--- config.mk ---
export PLATFORM = sky130hd
export DESIGN_NAME = sctl_serial_port
export DESIGN_NICKNAME = d
export VERILOG_FILES = /design/src/rtl/sctl_pkg.sv /design/src/rtl/sctl_sync_bit.sv /design/src/rtl/sctl_front.sv /design/src/rtl/sctl_shift.sv /design/src/rtl/sctl_regs.sv /design/src/rtl/sctl_serial_port.sv
export SDC_FILE = /design/constraint.sdc
export NUM_CORES = 1
export LEC_CHECK = 0
export CORE_ASPECT_RATIO = 0.5
export CORE_MARGIN = 4
export CORE_UTILIZATION = 29
export CTS_BUF_LIST = sky130_fd_sc_hd__clkbuf_4 sky130_fd_sc_hd__clkbuf_8
export DETAILED_ROUTE_END_ITERATION = 8
export PLACE_DENSITY = 0.46
export SYNTH_ARGS = -nofsm -noshare
export SYNTH_HDL_FRONTEND = slang
export SYNTH_SLANG_ARGS = --single-unit
--- constraint.sdc ---
create_clock -name clk -period 2.7 [get_ports clk]
set_input_delay 0.675 -clock clk [delete_from_list [all_inputs] [get_ports clk]]
set_output_delay 0.675 -clock clk [all_outputs]
set_load 0.02 [all_outputs]
--- src/rtl/sctl_pkg.sv ---
package sctl_pkg;

  localparam int BYTE_W  = 8;
  localparam int N_LANES = 4;

  typedef enum logic [1:0] {
    PH_INSTR = 2'd0,
    PH_DATA  = 2'd1,
    PH_DONE  = 2'd2
  } phase_e;

  // bits that are held in storage; reserved, one-shot and trap bits excluded
  localparam logic [31:0] KEEP_MASK = 32'h177F_7FFF;

  function automatic logic mult_legal(input logic [4:0] m, input int lo, input int hi);
    return (int'(m) >= lo) && (int'(m) <= hi);
  endfunction

endpackage

--- src/rtl/sctl_sync_bit.sv ---
module sctl_sync_bit #(
  parameter int   STAGES = 2,
  parameter logic INIT   = 1'b0
) (
  input  logic clk,
  input  logic rst_n,
  input  logic d,
  output logic q
);
  logic [STAGES-1:0] pipe;

  generate
    if (STAGES == 1) begin : g_single
      always_ff @(posedge clk or negedge rst_n)
        if (!rst_n) pipe <= INIT;
        else        pipe <= d;
    end else begin : g_chain
      always_ff @(posedge clk or negedge rst_n)
        if (!rst_n) pipe <= {STAGES{INIT}};
        else        pipe <= {pipe[STAGES-2:0], d};
    end
  endgenerate

  assign q = pipe[STAGES-1];
endmodule

--- src/rtl/sctl_front.sv ---
module sctl_front #(
  parameter int STAGES = 2
) (
  input  logic clk,
  input  logic rst_n,
  input  logic cs_n,
  input  logic sclk,
  input  logic sdi,
  output logic cs_act,
  output logic rise,
  output logic fall,
  output logic sdi_s
);
  localparam int NPINS = 3;
  localparam logic [NPINS-1:0] INITS = 3'b010;

  logic [NPINS-1:0] raw, synced;
  logic sclk_d;

  assign raw = {sdi, cs_n, sclk};

  generate
    for (genvar i = 0; i < NPINS; i++) begin : g_pin
      sctl_sync_bit #(.STAGES(STAGES), .INIT(INITS[i])) u_sync (
        .clk(clk), .rst_n(rst_n), .d(raw[i]), .q(synced[i])
      );
    end
  endgenerate

  always_ff @(posedge clk or negedge rst_n)
    if (!rst_n) sclk_d <= 1'b0;
    else        sclk_d <= synced[0];

  assign cs_act = ~synced[1];
  assign sdi_s  = synced[2];
  assign rise   = cs_act &  synced[0] & ~sclk_d;
  assign fall   = cs_act & ~synced[0] &  sclk_d;

  a_r7_edges_exclusive: assert property (@(posedge clk) disable iff (!rst_n)
    !(rise && fall));
endmodule

--- src/rtl/sctl_shift.sv ---
module sctl_shift
  import sctl_pkg::*;
#(
  parameter int ADDR_W = 7
) (
  input  logic              clk,
  input  logic              rst_n,
  input  logic              cs_act,
  input  logic              rise,
  input  logic              fall,
  input  logic              sdi_s,
  input  logic              cfg_lsb,
  input  logic [BYTE_W-1:0] rd_byte,
  output logic [ADDR_W-1:0] acc_addr,
  output logic              wr_en,
  output logic [ADDR_W-1:0] wr_addr,
  output logic [BYTE_W-1:0] wr_data,
  output logic              sdo_q
);
  localparam int CNT_W = $clog2(BYTE_W);
  localparam logic [CNT_W-1:0] LAST = CNT_W'(BYTE_W - 1);

  phase_e            phase;
  logic [CNT_W-1:0]  bit_cnt, tx_idx;
  logic [BYTE_W-1:0] sh, sh_next;
  logic              is_read, order_q;
  logic [ADDR_W-1:0] addr_q;

  assign sh_next  = order_q ? {sdi_s, sh[BYTE_W-1:1]} : {sh[BYTE_W-2:0], sdi_s};
  assign acc_addr = addr_q;

  always_ff @(posedge clk or negedge rst_n) begin
    if (!rst_n) begin
      phase   <= PH_INSTR;
      bit_cnt <= '0;
      tx_idx  <= '0;
      sh      <= '0;
      is_read <= 1'b0;
      addr_q  <= '0;
      order_q <= 1'b0;
      sdo_q   <= 1'b0;
      wr_en   <= 1'b0;
      wr_addr <= '0;
      wr_data <= '0;
    end else begin
      wr_en <= 1'b0;
      if (!cs_act) begin
        phase   <= PH_INSTR;
        bit_cnt <= '0;
        tx_idx  <= '0;
        sdo_q   <= 1'b0;
        order_q <= cfg_lsb;
      end else begin
        if (rise && phase != PH_DONE) begin
          sh      <= sh_next;
          bit_cnt <= bit_cnt + 1'b1;
          if (bit_cnt == LAST) begin
            if (phase == PH_INSTR) begin
              is_read <= sh_next[BYTE_W-1];
              addr_q  <= sh_next[ADDR_W-1:0];
              phase   <= PH_DATA;
            end else begin
              phase <= PH_DONE;
              if (!is_read) begin
                wr_en   <= 1'b1;
                wr_addr <= addr_q;
                wr_data <= sh_next;
              end
            end
          end
        end
        if (fall && phase == PH_DATA && is_read) begin
          sdo_q  <= order_q ? rd_byte[tx_idx] : rd_byte[LAST - tx_idx];
          tx_idx <= tx_idx + 1'b1;
        end
      end
    end
  end

  a_r7_sdo_on_fall: assert property (@(posedge clk) disable iff (!rst_n)
    (cs_act && !fall) |=> $stable(sdo_q));
  a_r7_sdo_idle_low: assert property (@(posedge clk) disable iff (!rst_n)
    !cs_act |=> !sdo_q);
  a_r6_order_frozen: assert property (@(posedge clk) disable iff (!rst_n)
    cs_act |=> $stable(order_q));
  a_r2_write_on_rise: assert property (@(posedge clk) disable iff (!rst_n)
    wr_en |-> $past(rise && cs_act));
  a_r8_no_write_idle: assert property (@(posedge clk) disable iff (!rst_n)
    (!cs_act) |=> !wr_en);
endmodule

--- src/rtl/sctl_regs.sv ---
module sctl_regs
  import sctl_pkg::*;
#(
  parameter int          ADDR_W     = 7,
  parameter int          BASE       = 'h1D,
  parameter logic [31:0] RESET_WORD = 32'h0060_0000,
  parameter int          HALT_BIT   = 27,
  parameter int          PULSE_BIT  = 15
) (
  input  logic              clk,
  input  logic              rst_n,
  input  logic              wr_en,
  input  logic [ADDR_W-1:0] wr_addr,
  input  logic [BYTE_W-1:0] wr_data,
  input  logic [ADDR_W-1:0] rd_addr,
  output logic [BYTE_W-1:0] rd_byte,
  output logic [31:0]       word,
  output logic              acc1_clr,
  output logic              halted
);
  localparam int HALT_LANE  = N_LANES - 1 - HALT_BIT / BYTE_W;
  localparam int HALT_POS   = HALT_BIT % BYTE_W;
  localparam int PULSE_LANE = N_LANES - 1 - PULSE_BIT / BYTE_W;
  localparam int PULSE_POS  = PULSE_BIT % BYTE_W;

  logic [N_LANES-1:0] wr_hit, rd_hit;
  logic [31:0]        merged;
  logic [BYTE_W-1:0]  lane_rd [N_LANES];
  logic               live, halt_req, pulse_req;

  generate
    for (genvar k = 0; k < N_LANES; k++) begin : g_lane
      localparam int LO = (N_LANES - 1 - k) * BYTE_W;
      assign wr_hit[k]  = (wr_addr == ADDR_W'(BASE + k));
      assign rd_hit[k]  = (rd_addr == ADDR_W'(BASE + k));
      assign merged[LO +: BYTE_W] = wr_hit[k] ? wr_data : word[LO +: BYTE_W];
      assign lane_rd[k] = rd_hit[k] ? word[LO +: BYTE_W] : '0;
    end
  endgenerate

  always_comb begin
    rd_byte = '0;
    for (int k = 0; k < N_LANES; k++) rd_byte = rd_byte | lane_rd[k];
  end

  assign live      = wr_en && !halted;
  assign halt_req  = live && wr_hit[HALT_LANE]  && wr_data[HALT_POS];
  assign pulse_req = live && wr_hit[PULSE_LANE] && wr_data[PULSE_POS];

  always_ff @(posedge clk or negedge rst_n) begin
    if (!rst_n) begin
      word     <= RESET_WORD & KEEP_MASK;
      halted   <= 1'b0;
      acc1_clr <= 1'b0;
    end else begin
      acc1_clr <= pulse_req;
      if (halt_req)
        halted <= 1'b1;
      else if (live && (|wr_hit))
        word <= merged & KEEP_MASK;
    end
  end

  a_r10_halt_sticky: assert property (@(posedge clk) disable iff (!rst_n)
    halted |=> halted);
  a_r10_frozen: assert property (@(posedge clk) disable iff (!rst_n)
    halted |=> $stable(word));
  a_r9_single_pulse: assert property (@(posedge clk) disable iff (!rst_n)
    acc1_clr |=> !acc1_clr);
  a_r9_pulse_cause: assert property (@(posedge clk) disable iff (!rst_n)
    acc1_clr |-> $past(wr_en && !halted));
  a_r4_reserved_read: assert property (@(posedge clk) disable iff (!rst_n)
    rd_hit[0] |-> (rd_byte[7:5] == 3'b000));
  a_r3_unmapped_read: assert property (@(posedge clk) disable iff (!rst_n)
    !(|rd_hit) |-> (rd_byte == '0));
endmodule

--- src/rtl/sctl_serial_port.sv ---
module sctl_serial_port
  import sctl_pkg::*;
#(
  parameter int          SYNC_STAGES = 2,
  parameter int          ADDR_W      = 7,
  parameter int          BASE        = 'h1D,
  parameter logic [31:0] RESET_WORD  = 32'h0060_0000,
  parameter int          MULT_MIN    = 4,
  parameter int          MULT_MAX    = 20
) (
  input  logic       clk,
  input  logic       rst_n,
  input  logic       cs_n,
  input  logic       sclk,
  input  logic       sdi,
  output logic       sdo,
  output logic       cmp_pd,
  output logic       qdac_pd,
  output logic       dac_pd,
  output logic       dig_pd,
  output logic       pll_range,
  output logic       pll_bypass,
  output logic [4:0] pll_mult,
  output logic       pll_mult_ok,
  output logic       acc1_clr,
  output logic       acc_clr_hold,
  output logic       triangle,
  output logic       q_src,
  output logic [2:0] op_mode,
  output logic       lsb_first,
  output logic       halted
);
  logic              cs_act, rise, fall, sdi_s, sdo_q, wr_en;
  logic [ADDR_W-1:0] acc_addr, wr_addr;
  logic [BYTE_W-1:0] wr_data, rd_byte;
  logic [31:0]       word;

  sctl_front #(.STAGES(SYNC_STAGES)) u_front (
    .clk(clk), .rst_n(rst_n), .cs_n(cs_n), .sclk(sclk), .sdi(sdi),
    .cs_act(cs_act), .rise(rise), .fall(fall), .sdi_s(sdi_s)
  );

  sctl_shift #(.ADDR_W(ADDR_W)) u_shift (
    .clk(clk), .rst_n(rst_n), .cs_act(cs_act), .rise(rise), .fall(fall),
    .sdi_s(sdi_s), .cfg_lsb(word[1]), .rd_byte(rd_byte),
    .acc_addr(acc_addr), .wr_en(wr_en), .wr_addr(wr_addr),
    .wr_data(wr_data), .sdo_q(sdo_q)
  );

  sctl_regs #(.ADDR_W(ADDR_W), .BASE(BASE), .RESET_WORD(RESET_WORD)) u_regs (
    .clk(clk), .rst_n(rst_n), .wr_en(wr_en), .wr_addr(wr_addr),
    .wr_data(wr_data), .rd_addr(acc_addr), .rd_byte(rd_byte),
    .word(word), .acc1_clr(acc1_clr), .halted(halted)
  );

  assign sdo          = sdo_q & ~halted;
  assign cmp_pd       = word[28];
  assign qdac_pd      = word[26];
  assign dac_pd       = word[25];
  assign dig_pd       = word[24];
  assign pll_range    = word[22];
  assign pll_bypass   = word[21];
  assign pll_mult     = word[20:16];
  assign pll_mult_ok  = !word[21] && mult_legal(word[20:16], MULT_MIN, MULT_MAX);
  assign acc_clr_hold = word[14];
  assign triangle     = word[13];
  assign q_src        = word[12];
  assign op_mode      = word[11:9];
  assign lsb_first    = word[1];

  a_r10_sdo_quiet: assert property (@(posedge clk) disable iff (!rst_n)
    halted |-> !sdo);
  a_r11_bypass_blocks: assert property (@(posedge clk) disable iff (!rst_n)
    pll_bypass |-> !pll_mult_ok);
endmodule

==> results, run 1 <==
- The upper clock frequency limit is 0.395 GHz.
- The number of distinct library cell variants in the gate-level netlist after synthesis is 54.
- The post-synth net total is 316.
- The number of hold buffers added after CTS was 0.
- The gate count of the mapped netlist is slightly above 300.
- The via count normalized by instance count is 4.81.
- The clock tree from TritonCTS is done.
- Summing over every cut layer, the via total after detailed routing is approximately 2.4k.
- The library cells used most frequently in the layout, excluding fill and tap cells, are 73 x dfrtp_1, 35 x mux2_2, 29 x nor2_1, 25 x clkdlybuf4s50_1, 24 x nand2_1.
- The combined area of all synthesized cells is 3540 µm².
- Dividing the final minimum period by the clock period gives 93.9%.
- The total die area is about 14000 µm².
- The maximum clock insertion buffer count is 2.
- The worst path meets setup with 0.165 ns of slack.
- For this run, the register share of the synthesized area comes to a little over half.
- The required time at the worst-slack endpoint is slightly above 2 ns.
- The met3 wire length is 362 µm.
- The DRC violation total after the first TritonRoute iteration is 161.
- The pin count of the biggest net entering global routing is 47.
- The clock skew after layout is 0.0106 ns.
- In the routed design, unresolved DRC markers number 0.
- Buffers added to address setup during post-CTS repair amount to 0.
- The number of maximum-capacitance constraint violations is 0.
- The total wirelength of the detailed-routed design is 8.02 mm.
- The floorplan has 28 rows.
- At the worst endpoint, the arrival time is 1.86 ns.
- The final total negative setup slack is 0 ns.
- The average instance area after synthesis is 11.5 µm².
- The area growth from synthesis to layout is 17.0%.
- The power per unit of standard cell area is 584 nW/µm².
- Gates resized during post-CTS repair numbered 0.
- Summed over all layers, the global routing overflow is 0.
- The time the final worst path needs with I/O delays and setup is 2.53 ns.
- In this run, CTS created clock tree buffers numbering 9.
- In this run the top signal layer used is met4.
- Setup violations remaining at the end of the flow were counted as 0.
- In this run, synthesis produced a sequential element count of 77.
- The flow ran to the end, and the final reports show no timing, DRC or antenna violations.
- The register clock-pin slew on the reported worst setup and hold paths is 0.08 ns.
- The leakage power total is 0.00178 µW.
- The number of routed nets with antenna violations is 0.
- The number of max-slew violations in the final report came to 0.
- For this configuration, the core starts out at a cell density of between 20 and 30%.
- For this design the top-level I/O count stands at 27.
- The number of global-route vias before repair is 2440.
- The overall track demand over capacity in global routing is 12.2%.
- The total of buffers placed on input and output ports is 26.
- The final antenna diode count is 0.
- The met1 layer wirelength in the final routing is ~4.1 mm.
- The startpoint type of the worst setup path is a flop.
- The transition at the pin with the smallest max-transition slack is 0.624 ns.
- Of the cells placed in the final design, the portion with a size suffix greater than 1 is 19.7%.
- The clock latency of the later-clocked register in the worst-skew pair is 0.35 ns.
- Across the VDD grid, the largest voltage drop is around 0.00029 V.
- At the placement stage, the worst setup path has a slack of 0.499 ns.
- Detailed routing placed a total of 3.50 mm of wire on met2.
- The number of antenna violations at the first check in global routing is 0.
- Setup repair after global routing left no endpoint under its margin.
- From bottom edge to top edge, the die measures about 86 µm.
- The region available for standard cell placement spans about 12000 µm².
- The first global-routing pass estimated 13.2 mm of wire.
- Clock tree synthesis selected as its root buffer the cell clkbuf_8.
- The endpoint class of the critical path is an output pin.
- The number of enable-type register cells in the synthesized netlist is 0.
- The most common cell after layout, fill and taps aside is dfrtp_1.
- The worst hold path belongs to the class in2async.
- The flip-flop cell with the highest count after synthesis is dfrtp_1.
- The category of the most critical setup path is reg2out.
- The detailed placer's ending HPWL is about 5.7 mm.
- For this run, the share of the core covered by cells in the final layout is 34.9%.
- The H-tree was split into 3 levels.
- The final weighted congestion in routability-driven placement is 0.872.
- The width of the chip is 164 µm.
- The number of search-and-repair iterations in the first detailed-routing pass is 4.
- Measured against its own limit, the worst slew margin works out to 58.4%.
- The wire length per cell after detailed routing is between 15 and 20 µm.
- The clock drives just under 80 sinks.
- On the final layout, the worst hold slack is 0.330 ns.
- Overall power consumption after layout is estimated at 2420 µW.
- The final layout net count is approximately 330.
- The fraction of registers with async set/reset is 100%.
- The maximum fanout count along the critical path is 4.
- The hold violation total from the final report is 0.
- The total number of yosys warnings is 0.
[metal layers]
layer / vias to the layer above / global-route usage, %
met5: - / 0
met4: 0 / 3.88
met3: 8 / 3.07
met2: 52 / 18.5
met1: 1184 / 17.2
li1: 1137 / -
[layout make-up]
class	instances	area, µm²
flip-flops and latches	77	1930
repair buffers	28	285
fillers	1167	7730
inverters	5	18.8
well taps	165	206
clock inverters	5	106
multi-input cells	204	1440
clock buffers	11	151
[worst max-delay path: stages, from the launching register on]
cell	delay, ns
dfrtp_1	0.41
o21ai_0	0.17
nand2b_1	0.07
a211oi_1	0.22
clkdlybuf4s50_1	0.64
[cell families (layout without fill, tap and decap cells)]
family | Yosys count | in the layout | synth area share, %
flip-flops | 77 | 77 | 54.6
multiplexers | 49 | 49 | 15.5
buffers and inverters | 27 | 49 | 4.66
XOR/XNOR | 2 | 2 | 0.495
AO/OA/AOI/OAI | 61 | 61 | 11.0
AND/OR/NAND/NOR | 89 | 89 | 12.7
adder cells (fa/ha/maj) | 3 | 3 | 1.06
[power breakdown]
| group | internal (µW) | switching, µW |
|---|---|---|
| clock | 666 | 434 |
| combinational | 35.4 | 68.5 |
| sequential | 1190 | 28.1 |
[worst paths after layout]
path                                              endpoint  slack (ns)                       startpoint  depth (start not counted)
setup / recovery                               pll_mult_ok        0.17                  u_regs.word[16]                          4
hold / removal                             u_regs.word[24]        0.33                            rst_n                          1
setup reg to reg                             u_shift.sdo_q        0.47              u_shift.acc_addr[0]                          6
hold reg to reg            u_front.g_pin[0].u_sync.pipe[1]        0.35  u_front.g_pin[0].u_sync.pipe[0]                          0
max in group asynchronous  u_front.g_pin[1].u_sync.pipe[0]        1.71                            rst_n                          2
min in group clk           u_front.g_pin[0].u_sync.pipe[1]        0.35  u_front.g_pin[0].u_sync.pipe[0]                          0
[cell usage after synthesis, drive strengths merged, types with 5 or more instances]
cell	count	area (µm²)
o21ai	13	65.1
nand3	5	25.0
buf	17	128
mux2i	11	110
nand2	25	96.4
clkbuf	5	18.8
mux2	38	439
a21oi	21	105
nor2	29	109
nor3	5	25.0
dfrtp	73	1830
[sequential cells by signal, indices dropped and copies added (netlist names), 2 cells and up]
signal                     count
u_front.g_pin.u_sync.pipe      6
u_regs.word                   26
u_shift.acc_addr               7
u_shift.bit_cnt                3
u_shift.phase                  2
u_shift.sh                     8
u_shift.tx_idx                 3
u_shift.wr_addr                7
u_shift.wr_data                8
[per-stage QoR]
stage / cells / instance area (µm²)
global route: 495 / 4140
detailed placement: 479 / 3890
floorplan: 308 / 3540
finish: 495 / 4140
global placement: 479 / 3890
CTS: 495 / 4140
No activity file was read; power rests on OpenSTA's default activity.
==> inputs of run 2 (changes only) <==
--- a/config.mk
+++ b/config.mk
@@ -10,6 +10,7 @@
 export CORE_UTILIZATION = 29
 export CTS_BUF_LIST = sky130_fd_sc_hd__clkbuf_4 sky130_fd_sc_hd__clkbuf_8
 export DETAILED_ROUTE_END_ITERATION = 8
+export HOLD_SLACK_MARGIN = 0.06
 export PLACE_DENSITY = 0.46
 export SYNTH_ARGS = -nofsm -noshare
 export SYNTH_HDL_FRONTEND = slang
==> results of run 2 <==
The final DEF is identical to that of run 1; final timing and power are the same.
